### config.mk
export PLATFORM = sky130hd
export DESIGN_NAME = xmem_seq
export DESIGN_NICKNAME = d
export VERILOG_FILES = /design/src/rtl/xmem_pkg.sv /design/src/rtl/xmem_strobe_timer.sv /design/src/rtl/xmem_ptr_bank.sv /design/src/rtl/xmem_seq.sv
export SDC_FILE = /design/constraint.sdc
export NUM_CORES = 1
export LEC_CHECK = 0
export ABC_AREA = 1
export BUFFER_PORTS_ARGS = -buffer_cell sky130_fd_sc_hd__buf_4
export CAP_MARGIN = 20
export CELL_PAD_IN_SITES_DETAIL_PLACEMENT = 1
export CELL_PAD_IN_SITES_GLOBAL_PLACEMENT = 2
export CORE_MARGIN = 10
export CORE_UTILIZATION = 32
export CTS_BUF_LIST = sky130_fd_sc_hd__clkbuf_16
export CTS_CLUSTER_SIZE = 8
export DETAILED_ROUTE_END_ITERATION = 7
export HOLD_SLACK_MARGIN = 0.02
export PLACE_DENSITY_LB_ADDON = 0.1
export SYNTH_ARGS = -nofsm -noshare
export SYNTH_HDL_FRONTEND = slang
export SYNTH_SLANG_ARGS = --single-unit
export TNS_END_PERCENT = 10
### constraint.sdc
create_clock -name clk -period 3.24 [get_ports clk]
set_clock_uncertainty 0.2 [all_clocks]
set_input_delay 0.162 -clock clk [delete_from_list [all_inputs] [get_ports clk]]
set_output_delay 0.162 -clock clk [all_outputs]
set_load 0.01 [all_outputs]
### src/rtl/xmem_pkg.sv
`timescale 1ns/1ps
package xmem_pkg;
   typedef enum logic [1:0] {
      ST_IDLE = 2'd0,
      ST_STRB = 2'd1,
      ST_HOLD = 2'd2
   } seq_state_e;
endpackage

### src/rtl/xmem_strobe_timer.sv
`timescale 1ns/1ps
module xmem_strobe_timer #(
   parameter int SW = 3
) (
   input  logic          clk,
   input  logic          rst,
   input  logic          start,
   input  logic [SW-1:0] len_m1,
   output logic          active,
   output logic          last
);
   logic [SW-1:0] cnt_q;
   logic          act_q;

   always_ff @(posedge clk) begin
      if (rst) begin
         act_q <= 1'b0;
         cnt_q <= '0;
      end else if (start) begin
         act_q <= 1'b1;
         cnt_q <= len_m1;
      end else if (act_q) begin
         if (cnt_q == '0) act_q <= 1'b0;
         else             cnt_q <= cnt_q - SW'(1);
      end
   end

   assign active = act_q;
   assign last   = act_q && (cnt_q == '0);

   // width checker: counts strobe cycles and compares on the falling edge
   logic [SW:0]   chk_w;
   logic [SW-1:0] chk_len;
   always_ff @(posedge clk) begin
      if (rst) begin
         chk_w   <= '0;
         chk_len <= '0;
      end else if (start) begin
         chk_w   <= (SW+1)'(1);
         chk_len <= len_m1;
      end else if (act_q && !last) begin
         chk_w <= chk_w + (SW+1)'(1);
      end
   end

   assert_strobe_width_R6: assert property (@(posedge clk) disable iff (rst)
      $fell(act_q) |-> (chk_w == ({1'b0, chk_len} + (SW+1)'(1))));

   assert_no_restart_R11: assert property (@(posedge clk) disable iff (rst)
      start |-> !act_q);
endmodule

### src/rtl/xmem_ptr_bank.sv
`timescale 1ns/1ps
module xmem_ptr_bank #(
   parameter  int AW        = 24,
   parameter  int NPTR      = 2,
   parameter  bit AUTOSW_EN = 1'b1,
   localparam int PSEL_W    = (NPTR > 1) ? $clog2(NPTR) : 1
) (
   input  logic              clk,
   input  logic              rst,
   input  logic              ld_we,
   input  logic [PSEL_W-1:0] ld_id,
   input  logic [AW-1:0]     ld_val,
   input  logic              sel_we,
   input  logic [PSEL_W-1:0] sel_val,
   input  logic              step_en,
   input  logic [NPTR-1:0]   cfg_dec,
   input  logic              cfg_autosw,
   output logic [AW-1:0]     cur_ptr,
   output logic [PSEL_W-1:0] act_id
);
   initial begin
      chk_nptr_ok: assert (NPTR >= 2) else $fatal(1, "xmem_ptr_bank needs two or more pointers");
   end

   logic [AW-1:0]     ptr_q [NPTR];
   logic [PSEL_W-1:0] act_q;
   logic [PSEL_W-1:0] act_nxt;
   logic              sw_now;

   assign act_nxt = (act_q == PSEL_W'(NPTR-1)) ? '0 : act_q + PSEL_W'(1);

   generate
      if (AUTOSW_EN) begin : g_autosw
         assign sw_now = step_en && cfg_autosw;
      end else begin : g_fixed
         assign sw_now = 1'b0;
      end
   endgenerate

   always_ff @(posedge clk) begin
      if (rst) begin
         for (int i = 0; i < NPTR; i++) ptr_q[i] <= '0;
         act_q <= '0;
      end else begin
         for (int i = 0; i < NPTR; i++) begin
            if (ld_we && ld_id == PSEL_W'(i))
               ptr_q[i] <= ld_val;
            else if (step_en && act_q == PSEL_W'(i))
               ptr_q[i] <= cfg_dec[i] ? ptr_q[i] - AW'(1) : ptr_q[i] + AW'(1);
         end
         if (sel_we)      act_q <= sel_val;
         else if (sw_now) act_q <= act_nxt;
      end
   end

   assign cur_ptr = ptr_q[act_q];
   assign act_id  = act_q;

   assert_switch_moves_R9: assert property (@(posedge clk) disable iff (rst)
      (sw_now && !sel_we) |=> (act_q != $past(act_q)));

   assert_hold_sel_R12: assert property (@(posedge clk) disable iff (rst)
      (!sel_we && !sw_now) |=> $stable(act_q));
endmodule

### src/rtl/xmem_seq.sv
`timescale 1ns/1ps
module xmem_seq
   import xmem_pkg::*;
#(
   parameter  int AW        = 24,
   parameter  int DW        = 8,
   parameter  int SW        = 3,
   parameter  int NPTR      = 2,
   parameter  int LOW_W     = 8,
   parameter  bit AUTOSW_EN = 1'b1,
   localparam int EXT_W     = AW - LOW_W,
   localparam int PSEL_W    = (NPTR > 1) ? $clog2(NPTR) : 1
) (
   input  logic              clk,
   input  logic              rst,
   input  logic              cfg_stretch_we,
   input  logic [SW-1:0]     cfg_stretch_val,
   input  logic              cfg_ext_we,
   input  logic [EXT_W-1:0]  cfg_ext_val,
   input  logic [NPTR-1:0]   cfg_dec,
   input  logic              cfg_autosw,
   input  logic              ptr_we,
   input  logic [PSEL_W-1:0] ptr_id,
   input  logic [AW-1:0]     ptr_val,
   input  logic              ptr_sel_we,
   input  logic [PSEL_W-1:0] ptr_sel_val,
   input  logic              req_valid,
   input  logic              req_write,
   input  logic              req_indirect,
   input  logic              req_step,
   input  logic [LOW_W-1:0]  req_lo,
   input  logic [DW-1:0]     req_wdata,
   output logic              busy,
   output logic              done,
   output logic [DW-1:0]     rdata,
   output logic [PSEL_W-1:0] ptr_active,
   output logic [AW-1:0]     mem_addr,
   output logic [DW-1:0]     mem_dout,
   input  logic [DW-1:0]     mem_din,
   output logic              mem_rd,
   output logic              mem_wr,
   output logic              mem_drive
);
   initial begin
      chk_aw_ok: assert (AW > LOW_W) else $fatal(1, "address must be wider than the indirect low part");
      chk_sw_ok: assert (SW >= 1)    else $fatal(1, "stretch field needs at least one bit");
   end

   seq_state_e      state_q;
   logic            is_wr_q;
   logic [AW-1:0]   addr_q;
   logic [DW-1:0]   wdata_q;
   logic [DW-1:0]   rdata_q;
   logic            done_q;
   logic [SW-1:0]   stretch_q;
   logic [EXT_W-1:0] ext_q;

   logic            accept;
   logic            step_en;
   logic [AW-1:0]   ptr_addr;
   logic [AW-1:0]   acc_addr;
   logic            tmr_active;
   logic            tmr_last;

   assign accept   = req_valid && (state_q == ST_IDLE);
   assign step_en  = accept && !req_indirect && req_step;
   assign acc_addr = req_indirect ? {ext_q, req_lo} : ptr_addr;

   xmem_ptr_bank #(
      .AW(AW), .NPTR(NPTR), .AUTOSW_EN(AUTOSW_EN)
   ) i_ptr_bank (
      .clk(clk), .rst(rst),
      .ld_we(ptr_we), .ld_id(ptr_id), .ld_val(ptr_val),
      .sel_we(ptr_sel_we), .sel_val(ptr_sel_val),
      .step_en(step_en), .cfg_dec(cfg_dec), .cfg_autosw(cfg_autosw),
      .cur_ptr(ptr_addr), .act_id(ptr_active)
   );

   xmem_strobe_timer #(.SW(SW)) i_strobe_timer (
      .clk(clk), .rst(rst),
      .start(accept), .len_m1(stretch_q),
      .active(tmr_active), .last(tmr_last)
   );

   always_ff @(posedge clk) begin
      if (rst) begin
         state_q   <= ST_IDLE;
         is_wr_q   <= 1'b0;
         addr_q    <= '0;
         wdata_q   <= '0;
         rdata_q   <= '0;
         done_q    <= 1'b0;
         stretch_q <= '0;
         ext_q     <= '0;
      end else begin
         done_q <= 1'b0;
         if (cfg_stretch_we) stretch_q <= cfg_stretch_val;
         if (cfg_ext_we)     ext_q     <= cfg_ext_val;
         case (state_q)
            ST_IDLE: begin
               if (accept) begin
                  state_q <= ST_STRB;
                  is_wr_q <= req_write;
                  addr_q  <= acc_addr;
                  wdata_q <= req_wdata;
               end
            end
            ST_STRB: begin
               if (tmr_last) begin
                  if (is_wr_q) begin
                     state_q <= ST_HOLD;
                  end else begin
                     state_q <= ST_IDLE;
                     done_q  <= 1'b1;
                     rdata_q <= mem_din;
                  end
               end
            end
            ST_HOLD: begin
               state_q <= ST_IDLE;
               done_q  <= 1'b1;
            end
            default: state_q <= ST_IDLE;
         endcase
      end
   end

   assign busy      = (state_q != ST_IDLE);
   assign done      = done_q;
   assign rdata     = rdata_q;
   assign mem_addr  = addr_q;
   assign mem_dout  = wdata_q;
   assign mem_rd    = tmr_active && !is_wr_q;
   assign mem_wr    = tmr_active && is_wr_q;
   assign mem_drive = is_wr_q && (state_q != ST_IDLE);

   assert_strobe_excl_R2: assert property (@(posedge clk) disable iff (rst)
      !(mem_rd && mem_wr));

   assert_addr_stable_R2: assert property (@(posedge clk) disable iff (rst)
      (busy && $past(busy)) |-> $stable(mem_addr));

   assert_done_pulse_R3: assert property (@(posedge clk) disable iff (rst)
      done |=> !done);

   assert_hold_stable_R4: assert property (@(posedge clk) disable iff (rst)
      (state_q == ST_HOLD) |-> (!mem_wr && $stable(mem_addr) && $stable(mem_dout)));

   assert_drive_write_only_R5: assert property (@(posedge clk) disable iff (rst)
      mem_drive |-> !mem_rd);

   assert_strobe_in_busy_R11: assert property (@(posedge clk) disable iff (rst)
      (mem_rd || mem_wr) |-> busy);

   assert_done_not_busy_R11: assert property (@(posedge clk) disable iff (rst)
      done |-> !busy);
endmodule

; Word level (Yosys, flattened, before mapping)
; Memories as Yosys holds them, arrays and structs flattened. A register that Yosys moved wholly into a read port is not among the register bits.
; Cells that the tools add are included.
[classes]
n_eq_ne = 5
n_bitwise = 7
reduce_logical = 23
addsub = 6
muxes = 41
[ops]
columns = operator, n
row1 = $mux 24, 7
row2 = $add 24x1->24 const B, 2
row3 = $sub 24x1->24 const B, 2
row4 = $mux 1, 26
row5 = $logic_and 1x1->1, 12
row6 = $mux 3, 3
row7 = $mux 2, 3
row8 = $reduce_and 2->1, 3
row9 = $reduce_bool 2->1, 3
row10 = $ne 2x2->1 const B, 2
row11 = $or 1x1->1, 4
row12 = $pmux 2 s2, 1
row13 = $logic_not 3->1, 1
row14 = $not 1->1, 3
row15 = $reduce_and 3->1, 1
row16 = $sub 3x1->3 const B, 1
row17 = $eq 2x1->1 const B, 1
row18 = $eq 2x2->1 const B, 1
row19 = $logic_not 1->1, 2
row20 = $logic_not 2->1, 1
row21 = $ne 2x1->1 const B, 1
row22 = $pmux 1 s2, 1
row23 = $add 1x1->1 const B, 1
[word_totals]
in_bits = 82
mem_count = 1
output_inout_bits = 46
ram_bits = 48
reg_bits = 68
word_cells = 94
[mem_list]
columns = memory, words, word_bits, read_ports, rd_ports_with_merged_regs, write_ports, line
row1 = i_ptr_bank.ptr_q, 2, 24, 3, 1, 2, xmem_ptr_bank.sv:25  ; logic [AW-1:0] ptr_q [NPTR];

; Depth between registers and ports, before layout
; Gate-level depths: netlist of run 1.
[depth]
word_depth = 10
depth_mapped = 13
depth_no_buf = 13

; Hierarchy
; A second synthesis of run 1 with hierarchy kept.
[unflattened]
cells_unflattened = 1346
area_unflattened_um2 = 8891.0
[modules_own_cells]
columns = module, area_each_um2, seq_area_each_um2, instances, cells_per_inst
row1 = xmem_ptr_bank, 5809.3, 1481.4, 1, 910
row2 = xmem_seq, 2831.5, 1261.2, 1, 397
row3 = xmem_strobe_timer, 250.2, 80.1, 1, 39

; Worst setup path after synthesis of run 1
; Ideal clock, no wire load.
[synth_timing]
path_kind = flip-flop to flip-flop
start = register state_q[0]
end = memory i_ptr_bank.ptr_q[0][0], enable pin
t_arrival_ns = 1.887
required_ns = 2.659
synth_period_minus_slack_ns = 2.468
slack_ns = 0.772
setup_ns = 0.381
stages_incl_launch_ff = 10
n_path_buf = 1
cell_sequence = dfxtp_1 inv_1 ha_1 nand2_2 inv_2 nand3_4 nor2_8 inv_2 buf_2 nand2_1
[synth_lines]
columns = element, line
row1 = from (decl), xmem_seq.sv:49  ; seq_state_e state_q;
row2 = from (signal assigned), xmem_seq.sv:87  ; state_q <= ST_IDLE;
row3 = from (signal assigned), xmem_seq.sv:102  ; state_q <= ST_STRB;
row4 = from (signal assigned), xmem_seq.sv:111  ; state_q <= ST_HOLD;
row5 = to (decl), xmem_ptr_bank.sv:25

==> results of run 1 <==
==> path summary, 6_finish.rpt <==
check / startpoint / endpoint / slack (ns)
worst min-delay path: req_indirect / mem_addr[5] / 0.04
worst max register to register: state_q[0] / i_ptr_bank.ptr_q[0][0] / 0.71
worst max-delay path: state_q[0] / i_ptr_bank.ptr_q[0][0] / 0.71
worst min register to register: mem_dout[3] / mem_dout[3] / 0.29
==> placed cells by master (no fill, tap or decap), drive strengths merged, types with 50 or more instances in the layout <==
master	n
a21oi	91
buf	138
dfxtp	69
dlygate4sd3	95
ha	50
inv	208
nand2	329
nand3	98
nor2	168
o21ai	94
==> power breakdown <==
part	internal (mW)	switching [mW]	total (mW)	leakage, nW
clock network	1.03	0.901	1.93	0.281
registers	1.79	0.152	1.94	1.08
logic	0.805	1.24	2.05	4.19
total	3.62	2.30	5.92	5.56
==> cells by family after synthesis <==
family          count (synthesis)  synth area share, %
compound gates                221                 14.3
buf+inv                       237                 11.3
fa+ha+maj                      52                 7.90
xor+xnor                       18                 1.87
flops                         117                 33.5
simple gates                  627                 31.1
==> metrics by stage <==
stage | power [mW] | cell area [sq um] | util [%] | hold WS [ns]
after global placement | 3.88 | 9690 | 37.3 | 0.187
after detailed placement | 3.91 | 9690 | 37.3 | 0.191
final | 5.92 | 11200 | 43.2 | 0.0408
after floorplan | 3.10 | 8430 | - | 0.0969
after CTS | 5.96 | 11200 | 43.2 | 0.0224
after global routing | 6.30 | 11200 | 43.2 | 0.0426
==> sequential cells by signal, summed over array words and instances (netlist names), 2 cells and up, named ones only <==
register              count
state_q                   2
rdata                     8
i_ptr_bank.ptr_q         48
i_strobe_timer.cnt_q      3
mem_dout                  8
mem_addr                 24
stretch_q                 3
ext_q                    16
==> what timing repair did <==
item	4_1_cts	5_1_grt
hold buffers	95	0
hold endpoints to repair	96	0
endpoints found under the setup margin	0	0
==> routing by layer <==
metal / routed length (microns) / global-route usage, % / vias to the layer above
met5: 0 / 0 / -
met2: 15900 / 34.2 / 183
met4: 696 / 5.56 / 0
li1: - / - / 4534
met1: 15900 / 25.8 / 4225
met3: 1370 / 3.66 / 38
==> cell type report <==
type / count / share of cell area, %
flip-flops and latches: 117 / 25.2
clock buffers: 17 / 3.79
clock inverters: 15 / 1.39
multi-input cells: 918 / 41.5
well taps: 335 / 3.74
inverters: 200 / 6.74
repair buffers: 233 / 17.7
==> worst register-to-register path, cell delays in order (launching register included) <==
cell	delay (ns)
dfxtp_1	0.33
inv_1	0.13
ha_1	0.23
nand2_2	0.08
inv_2	0.08
nand3_4	0.12
nor2_8	0.28
inv_2	0.27
nand2_1	0.12
buf_4	0.35
==> metrics, run 1 <==
share of the synthesized area in the top cell type=17.1%; clock-pin slew on the worst setup and hold paths=0.07 ns; Layout Nets=1621; Crit path largest cell delay=around 0.35 ns; Reg area=between 0.002 and 0.003 sq mm; predominant post-synthesis flop cell=dfxtp_1; DR vias/cell=4.89; pin count of the biggest net entering global routing=63; vias in the first global route=9450; critical path type=flip-flop to flip-flop; Layout area overhead=33.1%; CP bufs+invs=4; Synth area leaders=edfxtp_1 17%, dfxtp_1 16%, nand2_1 15%; WP data arrival=2.43 ns; layout cell share with drive strength beyond 1=12.7%; Period Utilization, post-route=78.1%; n_diodes=0; grt total ovfl=0; Initial DRT Pass Iterations=5; Core ar.=0.0260 sq mm; Post-DP HPWL=25.9 mm; flops & latches, synth=around 120; required time worst endpoint=3.14 ns; Buffers on Ports=about 130; startpoint types=flip-flop; Unique masters post-synth=38; clock latency at the later pin of the worst-skew pair=roughly 0.44 ns; Critical Path Stages=9; antenna viol nets, final=0; Clock Path Buffers=2; minimum clock period=2.53 ns; Final WS setup=0.708 ns; total track usage=20.2%; WL/cell=18.5 microns; final wirelength=33.9 mm; Async S/R FF share, synth=0%; worst-path maximum fanout=26; Critical Path Sink Type=flip-flop; CTS tree=built; most frequent cell after synthesis=nand2_1; slowest CP cell=buf_4; Root Driver=clkbuf_16; cts bufs inserted=17; Post-Syn Area per Cell=6.63 sq um; Slew Limit Headroom=34.4%; Warnings, synthesis=0; final hold vios=0; Initial Utilization=32.4%; post-CTS setup buffers=0; IO Pins=128; vias post-DR=approximately 9000; Rows=59; number of synthesized flops with an enable pin=48; Final Max Slew Viols=0; syn nets=1406; PwrDens=527 mW/mm^2; final setup fails=0; mapped cell area=0.00843 sq mm; Least-Margin Pin Slew=0.983 ns; Most common cell on crit path=inv_2; DP Cell Count=1708; Post-synth top cells=328 x nand2_1, 193 x inv_1, 165 x nor2_1, 96 x nand3_1, 91 x a21oi_1; # H-tree levels=4; largest delay contributor family on the critical path=buffers and inverters; biggest area consumer among synthesized cells=edfxtp_1; sequential fraction of the synthesis area=between 30% and 40%; max-cap viol count=0; fill cell count=3328; DRC=0; DR iter-0 viols=443; Die ar.=0.0332 sq mm; RSZ-0062 raised after global routing=false; pre-CTS setup slack=between 0.6 and 0.7 ns; footprint of the multi-input gates=0.00465 sq mm; Post-CTS Resized=0; Hold Crit Depth=3; Final GP Congestion=0.890; crit-path cells=inv_1 > ha_1 > nand2_2 > inv_2 > nand3_4 > nor2_8 > inv_2 > nand2_1 > buf_4; Leak=5.56 nW; R2R depth=9; Tightest Hold Check Type=input port to flip-flop; Fmax=slightly below 0.4 GHz; Chip Height=~180 microns; initial antenna violation count=0; non-filler cells, final=about 1800; CTS Sinks=117; Die X=182 microns; first-pass GRT wire length=53.2 mm; worst vdd ir=347 uV; Syn Inst Count=between 1000 and 1500; run status=finished, final reports clean; Setup TNS=0 ns
Power figures use the tool's default switching activity.
==> inputs of run 2 (changes only) <==
==> constraint.sdc (replaced) <==
create_clock -name clk -period 2.6 [get_ports clk]
set_clock_uncertainty 0.2 [all_clocks]
set_input_delay 0.13 -clock clk [delete_from_list [all_inputs] [get_ports clk]]
set_output_delay 0.13 -clock clk [all_outputs]
set_load 0.01 [all_outputs]
==> metrics, run 2 (synthesis results as in run 1) <==
startpoint types=flip-flop (unchanged); pin count of the biggest net entering global routing=63 (unchanged); total track usage=20.2% (about the same); antenna viol nets, final=0 (unchanged); first-pass GRT wire length=53.6 mm (was 53.2 mm); IO Pins=128 (unchanged); clock latency at the later pin of the worst-skew pair=0.42 ns (was 0.44 ns); run status=finished, final reports clean (unchanged); Period Utilization, post-route=92.1% (was 78.1%); most frequent cells in the layout=328 x nand2_1, 193 x inv_1, 165 x nor2_1 (unchanged); most common cell after layout, fill and taps aside=nand2_1 (unchanged); final hold vios=0 (unchanged); Rows=59 (unchanged); Final GP Congestion=0.859 (was 0.890); Hold Crit Depth=5 (was 3); Least-Margin Pin Slew=0.726 ns (was 0.983 ns); Die ar.=0.0332 sq mm (unchanged); worst flop-to-flop path startpoint=state_q[0] (unchanged); WHS Endpoint=i_ptr_bank.ptr_q[0][12] (was mem_addr[5]); Leak=5.66 nW (was 5.56 nW); final setup fails=0 (unchanged); vias in the first global route=9494 (was 9450); Critical Path Sink Type=flip-flop (unchanged); Setup TNS=0 ns (unchanged); Final Max Slew Viols=0 (unchanged); Initial DRT Pass Iterations=5 (unchanged); Largest register FFs=48 (unchanged); DP Cell Count=1717 (was 1708); Post-DP HPWL=25.9 mm (about the same); Initial Utilization=32.4% (unchanged); Layout Nets=1637 (was 1621); max-cap viol count=0 (unchanged); critical path type=flip-flop to flip-flop (unchanged); required time worst endpoint=2.70 ns (was 3.14 ns); Die X=182 microns (unchanged); Layout area overhead=35.0% (was 33.1%); Clock Path Buffers=2 (unchanged); RSZ-0062 raised after global routing=false (unchanged); WL/cell=18.2 microns (was 18.5 microns); worst-path maximum fanout=13 (was 26); final wirelength=33.7 mm (was 33.9 mm); CTS tree=built (unchanged); Core ar.=0.0260 sq mm (unchanged); Largest Register=i_ptr_bank.ptr_q (unchanged); cts bufs inserted=17 (unchanged); # H-tree levels=4 (unchanged); Fmax=0.417 GHz (was 0.395 GHz); n_diodes=0 (unchanged); vias post-DR=8938 (was 8980); DRC=0 (unchanged); grt total ovfl=0 (unchanged); WP data arrival=2.49 ns (was 2.43 ns); Hold Startpoint=req_step (was req_indirect); PwrDens=657 mW/mm^2 (was 527 mW/mm^2); Reg-to-Reg End=i_ptr_bank.ptr_q[0][22] (was i_ptr_bank.ptr_q[0][0]); worst vdd ir=474 uV (was 347 uV); Hold Slack=0.143 ns (was 0.0408 ns); initial antenna violation count=0 (unchanged); non-filler cells, final=1851 (was 1835); clock-pin slew on the worst setup and hold paths=0.06 ns (was 0.07 ns); CTS Sinks=117 (unchanged); DR iter-0 viols=446 (was 443); R2R depth=12 (was 9); Tightest Hold Check Type=input port to flip-flop (unchanged); minimum clock period=2.40 ns (was 2.53 ns); Root Driver=clkbuf_16 (unchanged); Chip Height=182 microns (unchanged); R2R Setup Slk=0.20 ns (was 0.71 ns); Buffers on Ports=127 (unchanged); layout cell share with drive strength beyond 1=13.1% (was 12.7%); Core Util, Final=43.8% (was 43.2%); Slew Limit Headroom=51.5% (was 34.4%); DR vias/cell=4.83 (was 4.89)
[run 2: cell count changes in the layout (fill, tap and decap cells not counted), sizes merged]
cell         before  now
buf             138  147
dlygate4sd3      95  102
bufinv            0    2
clkinvlp          2    0
[run 2: what timing repair did]
item / in CTS / in global routing
gates resized for setup: 0 / 1
endpoints found under the hold margin: 103 / 0
setup buffers: 0 / 0
endpoints found under the setup margin: 0 / 1
hold buffers: 102 / 0
[run 2: layout make-up]
cell class	count	area [sq um]
clock buffer	17	425
multi-input combinational	918	4650
tap	335	419
clock inverter	15	179
timing repair buffer	249	2130
sequential	117	2820
inverter	200	756
fill	3318	14600
[run 2: worst max-delay path by stage]
stage / startpoint / to / slack (ns) / depth (start not counted)
3_3_place_gp: state_q[0] / i_ptr_bank.ptr_q[0][22] / 0.1 / 12
4_1_cts: state_q[0] / i_ptr_bank.ptr_q[0][22] / 0.10 / 12
2_1_floorplan: state_q[0] / i_ptr_bank.ptr_q[0][0] / 0.13 / 9
6_report: state_q[0] / i_ptr_bank.ptr_q[0][22] / 0.20 / 12
5_1_grt: i_ptr_bank.ptr_q[1][0] / i_ptr_bank.ptr_q[1][22] / 0.0009 / 10
3_5_place_dp: cfg_dec[1] / i_ptr_bank.ptr_q[1][22] / 0.10 / 11
[run 2: per-layer routing]
metal | global-route usage [%] | vias to the layer above | share of wire, %
met5 | 0 | - | 0
met4 | 3.61 | 0 | 0.89
met3 | 3.05 | 20 | 3.0
met2 | 35.2 | 150 | 49
met1 | 26.0 | 4205 | 47
li1 | - | 4563 | -
[run 2: report_power, final]
part	internal, mW	total (mW)	switching (mW)
sequential	2.23	2.40	0.178
clock	1.45	2.49	1.03
combinational	1.05	2.59	1.54
total	4.73	7.48	2.75
[run 2: through the flow]
stage	power [mW]	area [sq um]	setup WS, ns
5_1_grt	7.99	11400	0.000922
3_3_place_gp	4.84	9750	0.0957
4_1_cts	7.56	11400	0.102
3_5_place_dp	4.87	9750	0.102
2_1_floorplan	3.87	8430	0.132
6_report	7.48	11400	0.204
[run 2: worst max-delay path, cell delays in order, from the launching register on]
cell	delay, ns
dfxtp_1	0.31
inv_1	0.11
ha_1	0.22
nand2_2	0.08
inv_2	0.09
nand3_4	0.12
nor2_8	0.29
buf_6	0.23
buf_4	0.15
nor2_1	0.05
nor2_1	0.26
nand2_1	0.09
inv_1	0.05
==> inputs of run 3 (changes only) <==
--- a/config.mk
+++ b/config.mk
@@ -16,6 +16,7 @@
 export CTS_CLUSTER_SIZE = 8
 export DETAILED_ROUTE_END_ITERATION = 7
 export HOLD_SLACK_MARGIN = 0.02
+export MAX_ROUTING_LAYER = met4
 export PLACE_DENSITY_LB_ADDON = 0.1
 export SYNTH_ARGS = -nofsm -noshare
 export SYNTH_HDL_FRONTEND = slang
==> metrics, run 3 (synthesis results as in run 1) <==
Crit path largest cell delay=0.44 ns (was 0.31 ns); Die X=182 microns (unchanged); Net Switching=2.74 mW (was 2.75 mW); CTS tree=built (unchanged); DR iter-0 viols=418 (was 446); Buffers on Ports=127 (unchanged); Tightest Hold Check Type=input port to flip-flop (unchanged); Fmax=0.417 GHz (about the same); fill cell count=3318 (unchanged); RSZ-0062 raised after global routing=false (unchanged); IO Pins=128 (unchanged); clock-pin slew on the worst setup and hold paths=0.06 ns (about the same); vias in the first global route=9502 (was 9494); total track usage=20.7% (was 20.2%); worst vdd ir=473 uV (was 474 uV); Leak=5.66 nW (unchanged); # H-tree levels=4 (unchanged); Layout area overhead=35.0% (unchanged); cts bufs inserted=17 (unchanged); DRC=0 (unchanged); Die ar.=0.0332 sq mm (unchanged); Post-DP HPWL=25.9 mm (unchanged); most frequent cells in the layout=328 x nand2_1, 193 x inv_1, 165 x nor2_1 (unchanged); Switching Share=36.7% (was 36.8%); Final Max Slew Viols=0 (unchanged); minimum clock period=2.40 ns (about the same); Period Utilization, post-route=92.1% (about the same); final hold vios=0 (unchanged); CP bufs+invs=1 (was 5); Hold Slack=0.145 ns (was 0.143 ns); Gate power share=34.6% (about the same); Post-Layout Inst Area=0.0114 sq mm (unchanged); grt total ovfl=0 (unchanged); layout cell share with drive strength beyond 1=13.1% (unchanged); crit-path cells=inv_1 > fa_1 > nor2_1 > nor2_1 > o21ai_1 > nand2_1 > nand3_1 > nand2_1 > nand3_1 > nand2_1 (was inv_1 > ha_1 > nand2_2 > inv_2 > nand3_4 > nor2_8 > buf_6 > buf_4 > nor2_1 > nor2_1 > nand2_1 > inv_1); Root Driver=clkbuf_16 (unchanged); Critical Path Sink Type=flip-flop (unchanged); largest delay contributor family on the critical path=simple AND/OR/NAND/NOR gates (unchanged); DR vias/cell=4.85 (was 4.83); pin count of the biggest net entering global routing=63 (unchanged); Slew Limit Headroom=51.3% (was 51.5%); startpoint types=flip-flop (unchanged); run status=finished, final reports clean (unchanged); Rows=59 (unchanged); final wirelength=33.6 mm (was 33.7 mm); critical path type=flip-flop to flip-flop (unchanged); Flop pwr share=32.2% (was 32.1%); initial antenna violation count=0 (unchanged); Least-Margin Pin Slew=0.730 ns (was 0.726 ns); max-cap viol count=0 (unchanged); DP Area=0.00975 sq mm (unchanged); antenna viol nets, final=0 (unchanged); CTS Sinks=117 (unchanged); Core ar.=0.0260 sq mm (unchanged); clock share of power=33.2% (was 33.3%); clock latency at the later pin of the worst-skew pair=0.42 ns (about the same); Setup TNS=0 ns (unchanged); n_diodes=0 (unchanged); WL/cell=18.2 microns (about the same); R2R Setup Slk=0.20 ns (about the same); Most common cell on crit path=nand2_1; worst-path maximum fanout=4 (was 13); PwrDens=656 mW/mm^2 (was 657 mW/mm^2); cell internal pwr=4.73 mW (about the same); Largest Register=i_ptr_bank.ptr_q (unchanged); most common cell after layout, fill and taps aside=nand2_1 (unchanged); final setup fails=0 (unchanged); slowest CP cell=fa_1 (was dfxtp_1); required time worst endpoint=2.57 ns (was 2.70 ns); Layout Nets=1637 (unchanged); Clock Path Buffers=2 (unchanged); Initial DRT Pass Iterations=5 (unchanged); first-pass GRT wire length=53.6 mm (about the same); vias post-DR=8972 (was 8938); Largest register FFs=48 (unchanged); WP data arrival=2.36 ns (was 2.49 ns); Final GP Congestion=0.873 (was 0.859); Chip Height=182 microns (unchanged); Initial Utilization=32.4% (unchanged)
## run 3: cell counts in the layout (fill, tap and decap cells not counted)
Identical to the previous run, type by type.
## run 3: power by group through the flow
stage,clock network (mW),registers [mW],logic [mW]
finish,2.48,2.40,2.59
global route,2.62,2.44,2.93
CTS,2.54,2.40,2.62
detailed placement,0,2.44,2.43
global placement,0,2.43,2.41
floorplan,0,2.47,1.40
## run 3: worst min-delay path: stages
cell	delay [ns]
buf_4	0.12
nand3_4	0.13
nor2_8	0.09
nand2_1	0.08
nand2_1	0.04
## run 3: layout make-up
type	count	area, sq um	share of cell area [%]
clock inverters	15	179	1.57
flip-flops and latches	117	2820	24.8
clock buffers	17	425	3.74
inverters	200	756	6.64
well taps	335	419	3.68
multi-input cells	918	4650	40.9
repair buffers	249	2130	18.7
## run 3: timing repair
item	CTS	global route
setup endpoints to repair	0	1
gates resized for setup	0	1
hold endpoints to repair	103	0
setup buffers	0	0
hold buffers	102	0
## run 3: through the flow
| stage | power (mW) | utilization (%) | worst slack (ns) | instances |
|---|---|---|---|---|
| detailed placement | 4.87 | 37.5 | 0.102 | 1717 |
| floorplan | 3.87 | - | 0.132 | 1272 |
| finish | 7.47 | 43.8 | 0.204 | 1851 |
| CTS | 7.56 | 43.8 | 0.102 | 1851 |
| global route | 7.99 | 43.8 | 0.00235 | 1851 |
| global placement | 4.84 | 37.5 | 0.0957 | 1717 |
## run 3: final timing paths
path                             endpoint                    from  depth (start not counted)
setup / recovery  i_ptr_bank.ptr_q[1][22]  i_ptr_bank.ptr_q[1][0]                         10
hold / removal    i_ptr_bank.ptr_q[0][12]                req_step                          5
hold reg to reg                  rdata[6]                rdata[6]                          2
setup reg to reg  i_ptr_bank.ptr_q[1][22]  i_ptr_bank.ptr_q[1][0]                         10
## run 3: layer usage
layer	global-route usage (%)	vias up	part of all wire, %	wire, microns
li1	-	4563	-	-
met1	26.0	4216	47	15600
met2	35.3	170	49	16500
met3	2.91	23	3.5	1190
met4	3.61	0	0.86	289
met5	-	-	0	0
